$ cat config.mk
export PLATFORM = sky130hd
export DESIGN_NAME = cmd_unlock_decoder
export DESIGN_NICKNAME = d
export VERILOG_FILES = /design/src/rtl/ucd_pkg.sv /design/src/rtl/ucd_key_match.sv /design/src/rtl/ucd_cmd_fsm.sv /design/src/rtl/cmd_unlock_decoder.sv
export SDC_FILE = /design/constraint.sdc
export NUM_CORES = 1
export LEC_CHECK = 0
export ABC_AREA = 1
export ABC_CLOCK_PERIOD_IN_PS = 1500
export BUFFER_PORTS_ARGS = -buffer_cell sky130_fd_sc_hd__buf_2
export CORE_ASPECT_RATIO = 0.7
export CORE_UTILIZATION = 40
export CTS_CLUSTER_SIZE = 40
export DETAILED_ROUTE_END_ITERATION = 12
export GPL_ROUTABILITY_DRIVEN = 0
export GPL_TIMING_DRIVEN = 0
export PLACE_DENSITY = 0.7
export SYNTH_ARGS = -nofsm -noshare
export SYNTH_HDL_FRONTEND = slang
export SYNTH_SLANG_ARGS = --single-unit
$ cat constraint.sdc
create_clock -name clk -period 1.5 [get_ports clk]
set_clock_uncertainty 0.15 [all_clocks]
set_input_delay 0.225 -clock clk [delete_from_list [all_inputs] [get_ports clk]]
set_output_delay 0.225 -clock clk [all_outputs]
set_load 0.01 [all_outputs]
$ cat src/rtl/ucd_pkg.sv
package ucd_pkg;
  typedef enum logic [2:0] {
    ST_READ, ST_UNL1, ST_UNL2, ST_PGM, ST_ERS0, ST_ERS1, ST_ERS2, ST_ASEL
  } ucd_state_e;

  localparam logic [7:0] CODE_KEY1   = 8'hAA;
  localparam logic [7:0] CODE_KEY2   = 8'h55;
  localparam logic [7:0] CODE_PGM    = 8'hA0;
  localparam logic [7:0] CODE_ASEL   = 8'h90;
  localparam logic [7:0] CODE_ERASE  = 8'h80;
  localparam logic [7:0] CODE_CHIP   = 8'h10;
  localparam logic [7:0] CODE_SECTOR = 8'h30;
endpackage

$ cat src/rtl/ucd_key_match.sv
module ucd_key_match #(
  parameter int KEY_BITS = 11,
  parameter logic [KEY_BITS-1:0] KEY1 = 'h555,
  parameter logic [KEY_BITS-1:0] KEY2 = 'h2AA
) (
  input  logic [KEY_BITS:0] addr_lo,
  input  logic              byte_mode,
  output logic              at_k1,
  output logic              at_k2
);
  // byte addressing appends the half-word select bit below the word key
  localparam logic [KEY_BITS:0] BKEY1 = {KEY1, 1'b0};
  localparam logic [KEY_BITS:0] BKEY2 = {KEY2, 1'b1};

  always_comb begin
    if (byte_mode) begin
      at_k1 = (addr_lo == BKEY1);
      at_k2 = (addr_lo == BKEY2);
    end else begin
      at_k1 = (addr_lo[KEY_BITS-1:0] == KEY1);
      at_k2 = (addr_lo[KEY_BITS-1:0] == KEY2);
    end
  end
endmodule

$ cat src/rtl/ucd_cmd_fsm.sv
module ucd_cmd_fsm
  import ucd_pkg::*;
#(
  parameter int ADDR_W = 20,
  parameter int DATA_W = 16
) (
  input  logic              clk,
  input  logic              rst,
  input  logic              wr_ok,
  input  logic              at_k1,
  input  logic              at_k2,
  input  logic [ADDR_W-1:0] addr,
  input  logic [DATA_W-1:0] wdata,
  output logic              pgm_start,
  output logic              chip_erase_start,
  output logic              sector_erase_start,
  output logic              autosel_mode,
  output logic [ADDR_W-1:0] op_addr,
  output logic [DATA_W-1:0] op_data
);
  ucd_state_e st_q, st_d;
  logic [7:0] lo;
  logic fire_pgm, fire_chip, fire_sec;

  assign lo = wdata[7:0];

  always_comb begin
    st_d      = st_q;
    fire_pgm  = 1'b0;
    fire_chip = 1'b0;
    fire_sec  = 1'b0;
    if (wr_ok) begin
      unique case (st_q)
        ST_PGM: begin
          fire_pgm = 1'b1;
          st_d     = ST_READ;
        end
        ST_ASEL: st_d = ST_READ;
        default: begin
          // anything unmatched, including F0h, lands in read-array
          st_d = ST_READ;
          case (st_q)
            ST_READ: if (at_k1 && lo == CODE_KEY1) st_d = ST_UNL1;
            ST_UNL1: if (at_k2 && lo == CODE_KEY2) st_d = ST_UNL2;
            ST_UNL2: if (at_k1) begin
              if (lo == CODE_PGM)        st_d = ST_PGM;
              else if (lo == CODE_ASEL)  st_d = ST_ASEL;
              else if (lo == CODE_ERASE) st_d = ST_ERS0;
            end
            ST_ERS0: if (at_k1 && lo == CODE_KEY1) st_d = ST_ERS1;
            ST_ERS1: if (at_k2 && lo == CODE_KEY2) st_d = ST_ERS2;
            ST_ERS2: begin
              if (at_k1 && lo == CODE_CHIP) fire_chip = 1'b1;
              else if (lo == CODE_SECTOR)   fire_sec  = 1'b1;
            end
            default: ;
          endcase
        end
      endcase
    end
  end

  always_ff @(posedge clk) begin
    if (rst) begin
      st_q               <= ST_READ;
      pgm_start          <= 1'b0;
      chip_erase_start   <= 1'b0;
      sector_erase_start <= 1'b0;
      autosel_mode       <= 1'b0;
      op_addr            <= '0;
      op_data            <= '0;
    end else begin
      st_q               <= st_d;
      pgm_start          <= fire_pgm;
      chip_erase_start   <= fire_chip;
      sector_erase_start <= fire_sec;
      autosel_mode       <= (st_d == ST_ASEL);
      if (fire_pgm || fire_chip || fire_sec) begin
        op_addr <= addr;
        op_data <= wdata;
      end
    end
  end

  AST_START_ONEHOT: assert property (@(posedge clk) disable iff (rst)
    $onehot0({pgm_start, chip_erase_start, sector_erase_start}));
  AST_PGM_SINGLE: assert property (@(posedge clk) disable iff (rst)
    pgm_start |=> !pgm_start);
  AST_ERASE_SINGLE: assert property (@(posedge clk) disable iff (rst)
    (chip_erase_start || sector_erase_start) |=> !(chip_erase_start || sector_erase_start));
  AST_ASEL_EXIT: assert property (@(posedge clk) disable iff (rst)
    (autosel_mode && wr_ok) |=> !autosel_mode);
endmodule

$ cat src/rtl/cmd_unlock_decoder.sv
module cmd_unlock_decoder #(
  parameter int ADDR_W   = 20,
  parameter int DATA_W   = 16,
  parameter int KEY_BITS = 11
) (
  input  logic              clk,
  input  logic              rst,
  input  logic              byte_mode,
  input  logic              ce_n,
  input  logic              we_n,
  input  logic              oe_n,
  input  logic              busy,
  input  logic [ADDR_W-1:0] addr,
  input  logic [DATA_W-1:0] wdata,
  output logic              pgm_start,
  output logic              chip_erase_start,
  output logic              sector_erase_start,
  output logic              autosel_mode,
  output logic [ADDR_W-1:0] op_addr,
  output logic [DATA_W-1:0] op_data
);
  localparam int WIN_W = KEY_BITS + 1;

  logic bus_wr, wr_ok, at_k1, at_k2;

  assign bus_wr = !ce_n && !we_n && oe_n;
  assign wr_ok  = bus_wr && !busy;

  ucd_key_match #(.KEY_BITS(KEY_BITS)) u_match (
    .addr_lo   (addr[WIN_W-1:0]),
    .byte_mode (byte_mode),
    .at_k1     (at_k1),
    .at_k2     (at_k2)
  );

  ucd_cmd_fsm #(.ADDR_W(ADDR_W), .DATA_W(DATA_W)) u_fsm (
    .clk                (clk),
    .rst                (rst),
    .wr_ok              (wr_ok),
    .at_k1              (at_k1),
    .at_k2              (at_k2),
    .addr               (addr),
    .wdata              (wdata),
    .pgm_start          (pgm_start),
    .chip_erase_start   (chip_erase_start),
    .sector_erase_start (sector_erase_start),
    .autosel_mode       (autosel_mode),
    .op_addr            (op_addr),
    .op_data            (op_data)
  );

  AST_RESET_QUIET: assert property (@(posedge clk) disable iff (rst)
    $fell(rst) |-> !(pgm_start || chip_erase_start || sector_erase_start || autosel_mode));
  AST_START_NEEDS_WRITE: assert property (@(posedge clk) disable iff (rst)
    (pgm_start || chip_erase_start || sector_erase_start) |-> $past(!ce_n && !we_n && oe_n));
  AST_BUSY_NO_START: assert property (@(posedge clk) disable iff (rst)
    busy |=> !(pgm_start || chip_erase_start || sector_erase_start));
  AST_BUSY_HOLDS_ASEL: assert property (@(posedge clk) disable iff (rst)
    busy |=> $stable(autosel_mode));
endmodule

Word-level counts from Yosys, hierarchy flattened. Cells that the tools add are included.

Register bits: 43. Bits of input ports: 43. Logic and storage cells: 63. Output and inout port bits: 40.

Reductions and logical operators: 13. Equality and inequality tests: 19. Mux-type cells: 24.

Operators with widths (count): $eq 8x8->1 const B (4); $mux 3 (8); $eq 3x3->1 const B (5); $pmux 3 s5 (1); $mux 1 (14); $eq 12x11->1 const B (1); $eq 12x12->1 const B (1); $eq 11x10->1 const B (1); $eq 11x11->1 const B (1); $eq 8x5->1 const B (1); $eq 8x6->1 const B (1); $eq 8x7->1 const B (1); $eq 3x2->1 const B (2); $logic_and 1x1->1 (6); $eq 3x1->1 const B (1); $logic_not 1->1 (3); $logic_not 3->1 (1); $logic_or 1x1->1 (2); $mux 2 (1); $reduce_or 2->1 (1).

Depth between registers and ports, before layout.
Word-level depth: 9. Gate-level depth with buffers: 12. Gate-level depth less buffers: 12.

Cells and area by module. Synthesis repeated with hierarchy kept, for this count alone.

Cells, all modules: 359. Area total of the unflattened synthesis: 2298.5 um2.

By module, submodules not included: ucd_cmd_fsm (times used 1, cells each 322, area each 2134.5 um2, seq. area each 860.8 um2); ucd_key_match (times used 1, cells each 31, area each 141.4 um2, seq. area each 0.0 um2); cmd_unlock_decoder (times used 1, cells each 6, area each 22.5 um2, seq. area each 0.0 um2).

Least setup slack after synthesis. OpenSTA, ideal clock, no wires.

Kind: reg-to-reg. Start point: reg u_fsm.st_q[1]. End point: reg u_fsm.op_data[0]. Library setup time: 0.113 ns. Data arrival time: 1.301 ns. Stages on the path, launching flop included: 11. Path buffers: 1. Clock period less this slack: 1.564 ns. Slack: -0.064 ns. Data required time: 1.237 ns. Cells stage by stage: dfxtp_1 > inv_1 > nor3_1 > nand4_1 > nand2_1 > inv_2 > nand2_4 > inv_4 > buf_6 > nor2_1 > nor2_1.

Cells in the longest elaborated chain, start to end: 6. Elaborated cells on any way between the ends: 14. Those cells by class: eq/ne (3); mux (8); reduce/logical (3).

RTL lines: from (decl) (RTL line ucd_cmd_fsm.sv:21) `ucd_state_e st_q, st_d;`; from (signal assigned) (RTL line ucd_cmd_fsm.sv:73) `st_q <= st_d;`; $eq 3x3->1 (tied with other cells) (RTL line ucd_cmd_fsm.sv:42) `case (st_q)`; $mux 1 or $reduce_or 2->1 (tied branches); $mux 1 (RTL line ucd_cmd_fsm.sv:33) `unique case (st_q)`; $mux 1 (RTL line ucd_cmd_fsm.sv:32) `if (wr_ok) begin`; $logic_or 1x1->1 (RTL line ucd_cmd_fsm.sv:78) `if (fire_pgm || fire_chip || fire_sec) begin`; $logic_or 1x1->1 * (RTL line ucd_cmd_fsm.sv:78); to (signal assigned) (RTL line ucd_cmd_fsm.sv:80) `op_data <= wdata;`; to (decl) (RTL line ucd_cmd_fsm.sv:19) `output logic [DATA_W-1:0] op_data`.

Mark *: on every way between the ends. The rest lies on a longest branch, timed or not. A chain may end at the register's enable or synchronous reset.

Worst setup path in the final report.
Start point: reg u_fsm.st_q[2]. End point: reg u_fsm.op_addr[2].

Cells in the longest elaborated chain, start to end: 6. Elaborated cells on any way between the ends: 14. Those cells by class: eq/ne (3); mux (8); reduce/logical (3).

RTL lines: $eq 3x3->1 (tied with other cells) (RTL line ucd_cmd_fsm.sv:42); $mux 1 or $reduce_or 2->1 (tied branches); $mux 1 (RTL line ucd_cmd_fsm.sv:33); $mux 1 (RTL line ucd_cmd_fsm.sv:32); $logic_or 1x1->1 (RTL line ucd_cmd_fsm.sv:78); $logic_or 1x1->1 * (RTL line ucd_cmd_fsm.sv:78); to (signal assigned) (RTL line ucd_cmd_fsm.sv:79) `op_addr <= addr;`; to (decl) (RTL line ucd_cmd_fsm.sv:18) `output logic [ADDR_W-1:0] op_addr,`.

Marks and branches as above.

==> metrics.md <==
| Metric | Value |
|---|---|
| CTS tree | `yes` |
| Hold Path Origin | `addr[14]` |
| Syn_nets | `336` |
| Combinational power share | `9.7%` |
| First-pass GRT wire length | `9.46 mm` |
| CTS clk-pin slew, worst paths | `90 ps` |
| Post-route ant nets | `0` |
| Clk pwr share | `35.9%` |
| Final min period | `1650 ps` |
| Violations in the final reports | `setup timing` |
| Final Cycle Share | `110%` |
| Via count | `2285` |
| Avg Vias per Cell | `4.68` |
| Crit end category | `flip-flop` |
| Worst VDD drop | `0.493 mV` |
| Crit-path leading delay family | `simple AND/OR/NAND/NOR gates` |
| Ant. Diodes | `0` |
| WHS Endpoint | `u_fsm.op_addr[14]` |
| Critical Path AT | `1740 ps` |
| Vias in the first global route | `2148` |
| Final worst setup slack | `-153 ps` |
| Max cap viols | `0` |
| Nets | `461` |
| Seq pwr share | `54.4%` |
| Fin Setup TNS | `-4510 ps` |
| Non-Filler Instances | `488` |
| Gate Count Post-Synth | `293` |
| Highest clock rate | `605 MHz` |
| Tot GR Track Use | `23.1%` |
| DRT Pass-1 Iters | `4` |
| Chip height | `61.7 µm` |
| Min-Delay Path Class | `input pin to flip-flop` |
| Least-Margin Pin Slew | `509 ps` |
| Per-cell routed wire length | `12.5 µm` |
| Post-synth cell types | `21` |
| Root buffer cell | `clkbuf_8` |
| Hold path depth | `3` |
| Crit start category | `flip-flop` |
| IO Port Bufs | `82` |
| Clock Path Buffers | `2` |
| Antenna violations before repair | `0` |
| Synth Register Bits | `43` |
| CP bufs+invs | `3` |
| Die W | `87.3 µm` |
| R2R depth | `8` |
| Mapped cell area | `0.00204 mm²` |
| CP max stage delay | `350 ps` |
| Internal Pwr Total | `1.56 mW` |
| Worst skew pair latency | `300 ps` |
| Critical R2R Launch | `u_fsm.st_q[2]` |
| Clock sinks | `43` |
| Power Dens Cells | `659 mW/mm²` |
| Mapped Avg Cell Area | `6.95 µm²` |
| Dpl hpwl | `3.86 mm` |
| Crit-path slowest cell | `dfxtp_2` |
| Synth warn | `0` |
| R2R Path End | `u_fsm.op_addr[2]` |
| Cell mode on critical path | `buf_6` |
| Switch share | `25.5%` |
| CP max FO | `5` |
| Area Growth Syn to Fin | `55.8%` |
| Iteration-0 DRC Markers | `116` |
| RSZ-0062 raised after global routing | `true` |
| Total power | `2.09 mW` |
| GRT overflow | `0` |
| P_sw | `533 µW` |
| Worst-path cell chain | `inv_2 > nor3_4 > nand4_1 > nand2_8 > buf_6 > buf_6 > o21ai_1 > nor2_1` |
| R2R setup slack | `-150 ps` |
| Cells after DPL | `444` |
| Row Count | `21` |
| P_leak | `1.61 nW` |
| Worst endpoint required time | `1590 ps` |
| Count of final setup violators | `37` |
| Total wire length | `6.12 mm` |
| Largest net degree at the start of global routing | `14` |
| Slew headroom | `66.1%` |
| Starting Density | `42.1%` |
| Outcome | `complete, but fails checks` |
| Core box area | `0.00483 mm²` |
| Slew Limit Fails | `0` |
| Fin. Hold Viols | `0` |
| CTS Buf Count | `5` |
| # IOs | `83` |
| CTS H-tree lvls | `2` |
| # DRC | `0` |
| Pre-CTS WS | `-332 ps` |
| CP Class | `flip-flop to flip-flop` |
| Sequential-to-total area share from yosys stat | `42.3%` |
| Share of cells above drive strength 1 | `43.9%` |
| Die Area | `0.00538 mm²` |
-- worst max-delay path by stage --
stage / startpoint / end / depth (start not counted)
global route: u_fsm.st_q[2] / u_fsm.op_addr[6] / 8
floorplan: addr[1] / u_fsm.op_addr[0] / 11
finish: u_fsm.st_q[2] / u_fsm.op_addr[2] / 8
global placement: addr[1] / u_fsm.op_addr[10] / 12
CTS: u_fsm.st_q[1] / u_fsm.op_addr[18] / 8
detailed placement: addr[1] / u_fsm.op_data[2] / 12
-- metal layers --
layer	GRT usage [%]	up-vias	share of wire (%)
met3	4.96	8	5.7
met1	30.6	1027	47
li1	-	1177	-
met4	7.73	0	1.2
met5	0	-	0
met2	38.2	73	46
-- cells in the mapped netlist, drive strengths merged --
cell type,n,area (µm²)
a21oi,2,10.0
buf,7,71.3
clkbuf,2,7.51
dfxtp,43,861
inv,30,115
nand2,40,158
nand3,20,105
nand4,4,25.0
nor2,99,442
nor3,7,40.0
nor4,2,12.5
o21ai,36,180
or2,1,8.76
-- cell type report --
cell class              count  area [µm²]
multi-input cells         211        1140
inverters                  30         125
plain buffers               9        90.1
flip-flops and latches     43         870
fillers                   460        1660
clock inverters             2        12.5
well taps                  69        86.3
clock buffers               6        72.6
repair buffers            118         778
-- sequential cells by signal, indices dropped and copies added, names as in the netlist --
signal	count
u_fsm.pgm_start	1
u_fsm.sector_erase_start	1
u_fsm.op_addr	20
u_fsm.chip_erase_start	1
u_fsm.autosel_mode	1
u_fsm.op_data	16
u_fsm.st_q	3
-- repair_timing --
item	4_1_cts	5_1_grt
pin swaps	12	34
hold buffers	19	0
gates cloned	3	0
resized for setup	38	41
endpoints found under the hold margin	16	0
buffers inserted	12	3
endpoints found under the setup margin	38	41
-- cells by family after synthesis --
kind of cell | share of synthesized area [%]
AND/OR/NAND/NOR | 38.8
AO/OA/AOI/OAI | 9.34
buffers and inverters | 9.53
flip-flops | 42.3
-- metrics by stage --
step | area, µm² | hold slack [ps] | utilization (%)
floorplan | 2060 | 137 | -
global placement | 2550 | 295 | 52.8
detailed placement | 2550 | 307 | 52.8
CTS | 3030 | 3.19 | 62.7
global route | 3170 | 22.9 | 65.6
finish | 3170 | 10.6 | 65.6
-- cell usage in the layout, fill, tap and decap left out, drive strengths merged --
cell type    synthesis  routed
a21oi                2       2
buf                  7     106
clkbuf               2       8
clkinv               0       1
clkinvlp             0       1
dfxtp               43      43
dlygate4sd3          0      19
inv                 30      30
nand2               40      40
nand3               20      20
nand4                4       4
nor2                99      99
nor3                 7       7
nor4                 2       2
o21ai               36      36
or2                  1       1
-- tightest hold or removal path, cell delays in order --
cell	delay [ps]
buf_2	90
nor2_2	30
nor2_1	90
-- power groups by stage --
stage	registers [mW]	clock network, mW	logic, mW
floorplan	1.17	0	0.0569
global placement	1.17	0	0.148
detailed placement	1.17	0	0.150
CTS	1.14	0.759	0.192
global route	1.14	0.812	0.222
finish	1.14	0.750	0.203
Power figures use the tool's default switching activity.
